$ cat src/rtl/swd_pkg.sv
package swd_pkg;
  // Prescaler counter width: must hold the largest modulus (64 + 1).
  localparam int MOD_W   = 7;
  // Base modulus is 2**(BASE_LOG + select).
  localparam int BASE_LOG = 3;
  localparam int SEL_W   = 2;

  typedef enum logic [SEL_W-1:0] {
    MODSEL_8  = 2'd0,
    MODSEL_16 = 2'd1,
    MODSEL_32 = 2'd2,
    MODSEL_64 = 2'd3
  } mod_sel_e;

  function automatic logic [MOD_W-1:0] base_modulus(input logic [SEL_W-1:0] sel);
    logic [MOD_W-1:0] one;
    one = {{(MOD_W-1){1'b0}}, 1'b1};
    return one << (BASE_LOG + int'(sel));
  endfunction
endpackage

$ cat src/rtl/swd_prescaler.sv
// Dual-modulus prescaler: counts P or P+1 input cycles per output tick.
module swd_prescaler
  import swd_pkg::*;
(
  input  logic             clk,
  input  logic             rst,
  input  logic             load,
  input  logic [SEL_W-1:0] sel_in,
  input  logic             mod_hi,
  output logic             tick
);
  logic [SEL_W-1:0] sel_q;
  logic [MOD_W-1:0] phase_q;
  logic [MOD_W-1:0] period_len;

  always_comb begin
    period_len = base_modulus(sel_q) + {{(MOD_W-1){1'b0}}, mod_hi};
    tick       = (phase_q == period_len - {{(MOD_W-1){1'b0}}, 1'b1});
  end

  always_ff @(posedge clk) begin
    if (rst) begin
      phase_q <= '0;
      sel_q   <= sel_in;
    end else if (tick) begin
      phase_q <= '0;
      if (load) sel_q <= sel_in;
    end else begin
      phase_q <= phase_q + {{(MOD_W-1){1'b0}}, 1'b1};
    end
  end
endmodule

$ cat src/rtl/swd_counters.sv
// Swallow (A) and main (B) counters stepped by the prescaler tick.
module swd_counters #(
  parameter int A_W = 6,
  parameter int B_W = 13
) (
  input  logic           clk,
  input  logic           rst,
  input  logic           tick,
  input  logic [A_W-1:0] a_in,
  input  logic [B_W-1:0] b_in,
  output logic           mod_hi,
  output logic           term,
  output logic           pulse,
  output logic [A_W-1:0] a_cnt,
  output logic [B_W-1:0] b_cnt
);
  localparam logic [B_W-1:0] B_ONE = {{(B_W-1){1'b0}}, 1'b1};
  localparam logic [A_W-1:0] A_ONE = {{(A_W-1){1'b0}}, 1'b1};

  logic b_last;

  always_comb begin
    mod_hi = (a_cnt != '0);
    // A main value of 0 behaves as 1 (flagged as illegal elsewhere).
    b_last = (b_cnt <= B_ONE);
    term   = tick && b_last;
  end

  always_ff @(posedge clk) begin
    if (rst) begin
      a_cnt <= a_in;
      b_cnt <= b_in;
      pulse <= 1'b0;
    end else begin
      pulse <= term;
      if (term) begin
        a_cnt <= a_in;
        b_cnt <= b_in;
      end else if (tick) begin
        b_cnt <= b_cnt - B_ONE;
        if (mod_hi) a_cnt <= a_cnt - A_ONE;
      end
    end
  end
endmodule

$ cat src/rtl/swd_cfg_check.sv
// Flags settings the swallow scheme cannot divide correctly.
module swd_cfg_check #(
  parameter int A_W   = 6,
  parameter int B_W   = 13,
  parameter int MIN_B = 3
) (
  input  logic [A_W-1:0] a_in,
  input  logic [B_W-1:0] b_in,
  output logic           err
);
  localparam logic [B_W-1:0] B_FLOOR = B_W'(MIN_B);
  logic [B_W-1:0] a_wide;

  always_comb begin
    a_wide = {{(B_W-A_W){1'b0}}, a_in};
    err    = (a_wide > b_in) || (b_in < B_FLOOR);
  end
endmodule

$ cat src/rtl/swallow_divider.sv
module swallow_divider
  import swd_pkg::*;
#(
  parameter int A_W   = 6,
  parameter int B_W   = 13,
  parameter int MIN_B = 3
) (
  input  logic             clk,
  input  logic             rst,
  input  logic [SEL_W-1:0] mod_sel,
  input  logic [A_W-1:0]   swallow_val,
  input  logic [B_W-1:0]   main_val,
  output logic             div_pulse,
  output logic             cfg_err
);
  logic           pre_tick;
  logic           mod_hi;
  logic           term;
  logic [A_W-1:0] a_cnt;
  logic [B_W-1:0] b_cnt;

  swd_prescaler u_pre (
    .clk    (clk),
    .rst    (rst),
    .load   (term),
    .sel_in (mod_sel),
    .mod_hi (mod_hi),
    .tick   (pre_tick)
  );

  swd_counters #(.A_W(A_W), .B_W(B_W)) u_cnt (
    .clk    (clk),
    .rst    (rst),
    .tick   (pre_tick),
    .a_in   (swallow_val),
    .b_in   (main_val),
    .mod_hi (mod_hi),
    .term   (term),
    .pulse  (div_pulse),
    .a_cnt  (a_cnt),
    .b_cnt  (b_cnt)
  );

  swd_cfg_check #(.A_W(A_W), .B_W(B_W), .MIN_B(MIN_B)) u_chkcfg (
    .a_in (swallow_val),
    .b_in (main_val),
    .err  (cfg_err)
  );
endmodule

$ cat config.mk
export PLATFORM = sky130hd
export DESIGN_NAME = swallow_divider
export DESIGN_NICKNAME = d
export VERILOG_FILES = /design/src/rtl/swd_pkg.sv /design/src/rtl/swd_prescaler.sv /design/src/rtl/swd_counters.sv /design/src/rtl/swd_cfg_check.sv /design/src/rtl/swallow_divider.sv
export SDC_FILE = /design/constraint.sdc
export NUM_CORES = 1
export LEC_CHECK = 0
export ABC_AREA = 1
export BUFFER_PORTS_ARGS = -buffer_cell sky130_fd_sc_hd__buf_2
export CAP_MARGIN = 20
export CORE_MARGIN = 2
export CORE_UTILIZATION = 43
export CTS_BUF_LIST = sky130_fd_sc_hd__clkbuf_4
export DETAILED_ROUTE_END_ITERATION = 6
export PLACE_DENSITY = 0.59
export SLEW_MARGIN = 20
export SYNTH_ARGS = -nofsm -noshare
export SYNTH_HDL_FRONTEND = slang
export SYNTH_HIERARCHICAL = 1
export SYNTH_SLANG_ARGS = --single-unit
$ cat constraint.sdc
create_clock -name clk -period 3.4 [get_ports clk]
set_clock_uncertainty 0.1 [all_clocks]
set_input_delay 0.34 -clock clk [delete_from_list [all_inputs] [get_ports clk]]
set_output_delay 0.34 -clock clk [all_outputs]
set_load 0.1 [all_outputs]
* Word-level counts from Yosys, hierarchy flattened
Index checks and enable logic that the tools add are counted.
Word-level totals: register bits 29, input port bits 23, output and inout bits 2, word-level logic and storage cells 36
Operators by class: add/subtract/negate cells 6, order comparisons 3, eq/ne operators 1, shifts and indexed selects 1, multiplexer cells 10, reduce and logical (&&, ||, !) cells 10
Operators with widths (number):
- 2-to-1 mux 13 bit | 3
- << shifter 1 x 32 -> 7 bit, first input constant | 1
- 2-to-1 mux 6 bit | 4
- greater-than comparator 6 x 13 -> 1 bit | 1
- less-or-equal comparator 13 x 1 -> 1 bit, second input constant | 1
- < comparator 13 x 2 -> 1 bit, second input constant | 1
- subtractor 13 x 1 -> 13 bit, second input constant | 1
- adder 7 x 1 -> 7 bit | 1
- adder 7 x 1 -> 7 bit, second input constant | 1
- == test 7 bit | 1
- subtractor 7 x 1 -> 7 bit, second input constant | 1
- 2-to-1 mux 2 bit | 3
- nonzero test 3 bit | 2
- nonzero test 6 bit | 1
- subtractor 6 x 1 -> 6 bit, second input constant | 1
- AND reduction 2 bit | 2
- nonzero test 2 bit | 2
- adder 2 x 2 -> 3 bit, first input constant | 1
- OR reduction 2 bit | 1
- logical AND 1 bit | 1
- logical OR 1 bit | 1

* Depth between registers and ports, before layout
Gate-level depths: netlist of the first run.
depth in word-level cells 9, depth in mapped cells 20

* Cells and area by module
Netlist of the first run, hierarchy kept.
By module, submodules not included:
- swd_counters | instances 1, cells each 190, area each 1463.9 µm², seq. area each 590.6 µm²
- swd_prescaler | instances 1, cells each 82, area each 571.8 µm², seq. area each 200.2 µm²
- swd_cfg_check | instances 1, cells each 49, area each 257.7 µm², seq. area each 0.0 µm²

* Worst setup path before layout of the first run
No wires, ideal clock.
kind reg-to-reg, from reg u_cnt.a_cnt[0], to reg u_cnt.a_cnt[0], enable pin, setup time 0.326 ns, arrival 2.398 ns, path slack 0.576 ns, stages on the path, launching flop included 19, clock period less this slack 2.824 ns, cells stage by stage edfxtp_1 -> inv_1 -> ha_1 -> nand3_1 -> inv_1 -> ha_1 -> ha_1 -> inv_1 -> nand4_1 -> nand2_1 -> nand2_1 -> nor2_1 -> nand3_2 -> inv_1 -> nand2_4 -> nand2_8 -> buf_12 -> nor2_2 -> nor2_2
On the way: cells in the longest elaborated chain, start to end 7
RTL lines:
- start, declared | line swd_counters.sv:14 | output logic [A_W-1:0] a_cnt,
- start signal, assigned | line swd_counters.sv:31 | a_cnt <= a_in;
- start signal, assigned | line swd_counters.sv:37 | a_cnt <= a_in;
- start signal, assigned | line swd_counters.sv:41 | if (mod_hi) a_cnt <= a_cnt - A_ONE;
- nonzero test 6 bit (*) | line swd_counters.sv:23 | mod_hi = (a_cnt != '0);
- via mod_hi | line swallow_divider.sv:17 | logic mod_hi;
- adder 7 x 1 -> 7 bit (*) | line swd_prescaler.sv:17 | period_len = base_modulus(sel_q) + {{(MOD_W-1){1'b0}}, mod_hi};
- subtractor 7 x 1 -> 7 bit (*) | line swd_prescaler.sv:18 | tick = (phase_q == period_len - {{(MOD_W-1){1'b0}}, 1'b1});
- == test 7 bit (*) | line swd_prescaler.sv:18
- via pre_tick | line swallow_divider.sv:16 | logic pre_tick;
- logical AND 1 bit | line swd_counters.sv:26 | term = tick && b_last;
- nonzero test 3 bit (no line)
- AND reduction 2 bit (no line) (*)
The timed path passes the listed nets; every way through them passes the cells marked *. A chain may end at the register's enable or synchronous reset.

* Final worst setup path of the first run
from reg u_cnt.a_cnt[0], to reg u_cnt.a_cnt[1], enable pin
Same word-level chain as after synthesis.

==> impl_metrics.ini, run 1 <==
[yosys]
postSynthCellCount = 321
synthArstFlopShare = 0
yosys.area.top_type = edfxtp_1
synth.distinct_cells = 25
ys.flop_type = edfxtp_1
ys_ff_latch = 29
synth_edf_count = 21
avgSynthCellArea_sq_um = 7.145
syn_area_sq_um = 2293
synth_warnings = 6
synth_top_area_share = 0.2750
synth.area.top_cells = edfxtp_1, nand2_1, inv_1
seq_area_frac_synth = 0.3448

[critical_path]
path_class = reg -> reg
crit_arrival_ns = 2.95
crit_path_max_fanout = 17
start_kind = flop
end_kind = flop
required_ns = 3.34
r2r_cells = 17
regToRegSetupSlack_ns = 0.39

[timing]
hold_viol_final = 0
setup_slack_ns = 0.3946
worstMarginPinSlew_ns = 0.6279
min_period_ns = 3.005
timing.hold.ws_ns = 0.08749
setup_tns_ns = 0
slew_headroom = 0.5809
period_share = 0.8840
final_max_slew_viol_count = 0
rsz0062_at_grt = false
max_freq_mhz = 332.7
finalSetupViolations = 0

[placement]
io_buffers = 24
place_ws_ns = 0.2845
gp_congestion = 0.7927
hpwl_um = 3472

[global_routing]
grt_use_total = 0.1599
use_met2 = 0.2491
groute.layer.met1.usage = 0.2133
antenna_found_initial = 0
grt_max_degree = 27
grt.busiest_layer = met2
grt_util_met3 = 0.04118
grt.overflow.total = 0
grt_pass1_wl_um = 7555
grt_pass1_vias = 1723

[run]
cap_violations = 0

[drt]
drt-initial-drc-count = 74
drc_errors = 0
num_vias = 1937
drt-vias-per-instance = 4.579
ant_nets = 0
routedWlPerCell_um = 10.68
dr.pass1.iters = 4
totalWireLength_um = 4519

[clocking]
cts.sinks = 29
tritoncts = built
cts_root_buf = clkbuf_4
cts_made_buffers = 5
clk_pin_slew_worst_paths_ns = 0.10
clock_latency_ns = 0.33
clockBufferDepth = 2
htreeDepth = 2

[die]
start_util = 0.4462
io_pins = 25
die_w_um = 77.03
coreArea_sq_um = 5140
dieHeight_um = 77.03
die_area_sq_um = 5934
rows = 26

[final_layout]
drive_gt1_frac = 0.1728
layout_common_cells = nand2_1, inv_1, nor2_1, nand3_1, buf_2
fillers = 545
seq_area_sq_um = 790.8
final_nets = 388
diodes = 0
multiInputGateArea_sq_um = 1227
area_growth_pct = 10.91
layout_commonest_cell = nand2_1

[power]
leakage_uw = 0.001319
p_per_area_nw_per_um2 = 347.6
vdd_drop_max_v = 0.0001100

[min_path]
min_path_cells = 1
hold_path_class = in -> reg

[run_status]
status = completed
-- registers in the layout (all words and copies together), names as in the netlist --
register	cells
u_cnt/b_cnt	13
u_pre/phase_q	7
u_cnt/a_cnt	6
u_pre/sel_q	2
u_cnt/pulse	1
-- cells by family (layout without fill, tap and decap cells) --
group                    Yosys count  after routing  share of synthesized area
AND/OR/NAND/NOR                  183            184                     0.3612
buffers and inverters             69             99                     0.1288
XOR/XNOR                          17             17                    0.06492
other                              1              2                   0.001635
adder cells (fa/ha/maj)           13             13                    0.07092
flip-flops                        29             29                     0.3448
AO/OA/AOI/OAI                      9              9                    0.02782
-- power by group --
| group | leakage, uW | total [uW] | internal (uW) | switching, uW |
|---|---|---|---|---|
| clock | 0.0000310 | 209 | 77.8 | 131 |
| sequential | 0.000271 | 457 | 424 | 33.6 |
| combinational | 0.00102 | 218 | 88.1 | 130 |
| total | 0.00132 | 884 | 590 | 295 |
-- Yosys cell counts (3+ instances only) --
cell type and instances:
nand3_1 36, xor2_1 10, a21oi_1 3, nor2_2 8, inv_1 63, nor3_1 3
o21ai_2 5, nor2_1 38, nand4_1 4, ha_1 13, xnor2_1 7, edfxtp_1 21
nand2_1 84, dfxtp_1 8, nand2_2 4
-- through the flow --
| stage | instance area, sq um | utilization | cells | total power (uW) |
|---|---|---|---|---|
| after detailed placement | 2454 | 0.4774 | 412 | 676.7 |
| after CTS | 2509 | 0.4881 | 420 | 887.0 |
| after global placement | 2454 | 0.4774 | 412 | 676.6 |
| after floorplan | 2297 | - | 322 | 624.8 |
| after global routing | 2544 | 0.4949 | 423 | 945.3 |
| final | 2544 | 0.4949 | 423 | 884.3 |
-- critical path, stage by stage (launching register included) --
cell      delay (ns)
edfxtp_1        0.38
inv_1           0.09
ha_1            0.20
nand3_1         0.12
inv_1           0.06
ha_1            0.23
ha_1            0.23
inv_1           0.13
nand4_1         0.09
nand2_1         0.08
nand2_1         0.04
nor2_1          0.14
nand3_2         0.12
inv_1           0.13
nand2_4         0.17
nand2_8         0.16
nor2_2          0.06
nor2_4          0.17
-- metal layers --
| metal | vias to the layer above | wire length [um] | part of all wire |
|---|---|---|---|
| li1 | 1047 | - | - |
| met1 | 842 | 2268 | 0.50 |
| met2 | 41 | 2001 | 0.44 |
| met3 | 7 | 182 | 0.040 |
| met4 | 0 | 67 | 0.015 |
| met5 | - | 0 | 0 |
-- final cells by class --
class | instances | area share
Clock buffer | 5 | 0.01476
Inverter | 65 | 0.09739
Sequential cell | 29 | 0.3109
Multi-Input combinational cell | 225 | 0.4825
Clock inverter | 3 | 0.006886
Tap cell | 70 | 0.03443
Timing Repair Buffer | 26 | 0.05312
-- final timing paths --
kind | startpoint | to
worst max-delay path | u_cnt/a_cnt[0] | u_cnt/a_cnt[1]
worst min-delay path | mod_sel[0] | u_pre/sel_q[0]
worst max register to register | u_cnt/a_cnt[0] | u_cnt/a_cnt[1]
worst min register to register | u_pre/phase_q[0] | u_pre/phase_q[0]
-- what timing repair did --
item                                   CTS  global route
endpoints found under the hold margin    0             0
gates resized for setup                  0             2
setup buffers                            0             2
hold buffers                             0             0
setup endpoints to repair                0            10
Note: power is estimated with default switching activity, not from simulation.
==> run 2, diff against run 1 <==
==> constraint.sdc (replaced) <==
create_clock -name clk -period 3.6 [get_ports clk]
set_clock_uncertainty 0.1 [all_clocks]
set_input_delay 0.36 -clock clk [delete_from_list [all_inputs] [get_ports clk]]
set_output_delay 0.36 -clock clk [all_outputs]
set_load 0.1 [all_outputs]
==> run 2 against run 1 <==
- register-to-register slack improved by 0.06 ns
- first-iteration DRC count rose by 26%
- clock-buffer cell count did not move
- wire length fell by 3.3%
- sequential share of layout area rose by 0.43 points
- final area fell by 1.4%
- cell count fell by 0.71%
- via count fell by 1.1%
- critical endpoint is now u_cnt/a_cnt[3]
==> impl_metrics.ini, run 2 (synthesis gave the netlist of run 1 again) <==
[power]
vdd_drop_max_v = 0.0001038
leakage_uw = 0.001308
p_per_area_nw_per_um2 = 328.9

[die]
die_area_sq_um = 5934
coreArea_sq_um = 5140
die_w_um = 77.03
start_util = 0.4462
io_pins = 25
rows = 26
dieHeight_um = 77.03

[critical_path]
crit_end = u_cnt/a_cnt[3]
rr_endpoint = u_cnt/a_cnt[3]
regToRegSetupSlack_ns = 0.45
start_kind = flop
cpPeakStageDelay_ns = 0.42
timing.rr.start = u_cnt/a_cnt[0]
worstSetupPathDepth = 18
path_class = reg -> reg
timing.critical_path.buf_inv = 4
r2r_cells = 18
required_ns = 3.51
path_cells = inv_1 -> ha_1 -> nand3_1 -> inv_1 -> ha_1 -> ha_1 -> inv_1 -> nand3_1 -> nand2_1 -> nand2_1 -> nand2_1 -> nor2_1 -> nand3_2 -> inv_1 -> nand2_4 -> nand2_8 -> nor2_2 -> nor2_2
end_kind = flop
crit_slowest_cell = edfxtp_1
crit_path_max_fanout = 26
crit_family = simple AND/OR/NAND/NOR gates
crit_start = u_cnt/a_cnt[0]
cp_common_cell = inv_1
crit_arrival_ns = 3.06

[timing]
rsz0062_at_grt = false
hold_viol_final = 0
finalSetupViolations = 0
final_max_slew_viol_count = 0
period_share = 0.8736
worstMarginPinSlew_ns = 0.5640
min_period_ns = 3.145
max_freq_mhz = 318.0
slew_headroom = 0.6236
setup_tns_ns = 0

[drt]
met1Wirelength_um = 2200
dr.pass1.iters = 4
num_vias = 1916
totalWireLength_um = 4368
met2_length_um = 1932
drt-vias-per-instance = 4.562
highest_layer = met4
drt-initial-drc-count = 93
ant_nets = 0
routedWlPerCell_um = 10.40
drc_errors = 0
dr_wl_met3_um = 178

[global_routing]
grt_pass1_vias = 1745
grt.overflow.total = 0
grt_use_total = 0.1620
antenna_found_initial = 0
grt_max_degree = 27
grt_pass1_wl_um = 7734

[placement]
io_buffers = 24
gp_congestion = 0.7928
placed_cell_area_sq_um = 2454
hpwl_um = 3439

[final_layout]
drive_gt1_frac = 0.1629
area_growth_pct = 9.384
layout_common_cells = nand2_1, inv_1, nor2_1, nand3_1, buf_2
largest_reg_flops = 13
max_flop_register = u_cnt/b_cnt
diodes = 0
design_area_sq_um = 2509
biggestRegsByFlops = u_cnt/b_cnt: 13 flops, u_pre/phase_q: 7 flops, u_cnt/a_cnt: 6 flops
layout_commonest_cell = nand2_1
final_nets = 385

[clocking]
cts_made_buffers = 5
tritoncts = built
cts_hold_buf = 0
cts_setup_buffers = 0
clock_latency_ns = 0.32
post_cts_resized = 0
clk_pin_slew_worst_paths_ns = 0.10
clockBufferDepth = 2
cts.sinks = 29
htreeDepth = 2
cts_root_buf = clkbuf_4

[min_path]
min_path_cells = 1
hold_path_class = in -> reg

[run_status]
status = completed

[run]
cap_violations = 0
[run 2: area by class of cell]
type                    count  area (sq um)
inverters                  65         244.0
flip-flops and latches     29         790.8
well taps                  70         87.58
clock buffers               5         37.54
repair buffers             24         120.1
fillers                   539          2631
clock inverters             3         17.52
multi-input cells         224          1211
[run 2: metal layers]
layer,up-vias,track usage
li1,1040,-
met1,824,0.2180
met2,46,0.2588
met3,6,0.03882
met4,0,0.04821
met5,-,0
[run 2: how the worst min path moves through the flow]
| stage | endpoint | slack, ns | start |
|---|---|---|---|
| final | u_pre/sel_q[1] | 0.11 | mod_sel[1] |
| after global routing | u_pre/sel_q[0] | 0.09 | mod_sel[0] |
| after CTS | u_pre/sel_q[0] | 0.10 | mod_sel[0] |
| after detailed placement | u_pre/phase_q[0] | 0.38 | u_pre/phase_q[0] |
| after global placement | u_pre/phase_q[0] | 0.37 | u_pre/phase_q[0] |
| after floorplan | u_cnt/pulse | 0.33 | rst |
[run 2: metrics by stage]
step	utilization	instances	total power [uW]	worst slack, ns	hold slack (ns)
2_1_floorplan	-	322	590.1	0.7763	0.3324
3_3_place_gp	0.4774	412	639.0	0.5583	0.3705
3_5_place_dp	0.4774	412	638.1	0.4778	0.3759
4_1_cts	0.4881	420	835.1	0.4630	0.1021
5_1_grt	0.4881	420	886.0	0.09766	0.09354
6_report	0.4881	420	825.1	0.4550	0.1125
[run 2: power by group]
part | internal, uW | leakage [uW] | switching, uW
clock network | 73.5 | 0.0000310 | 121
registers | 400 | 0.000271 | 31.8
logic | 79.2 | 0.00101 | 119
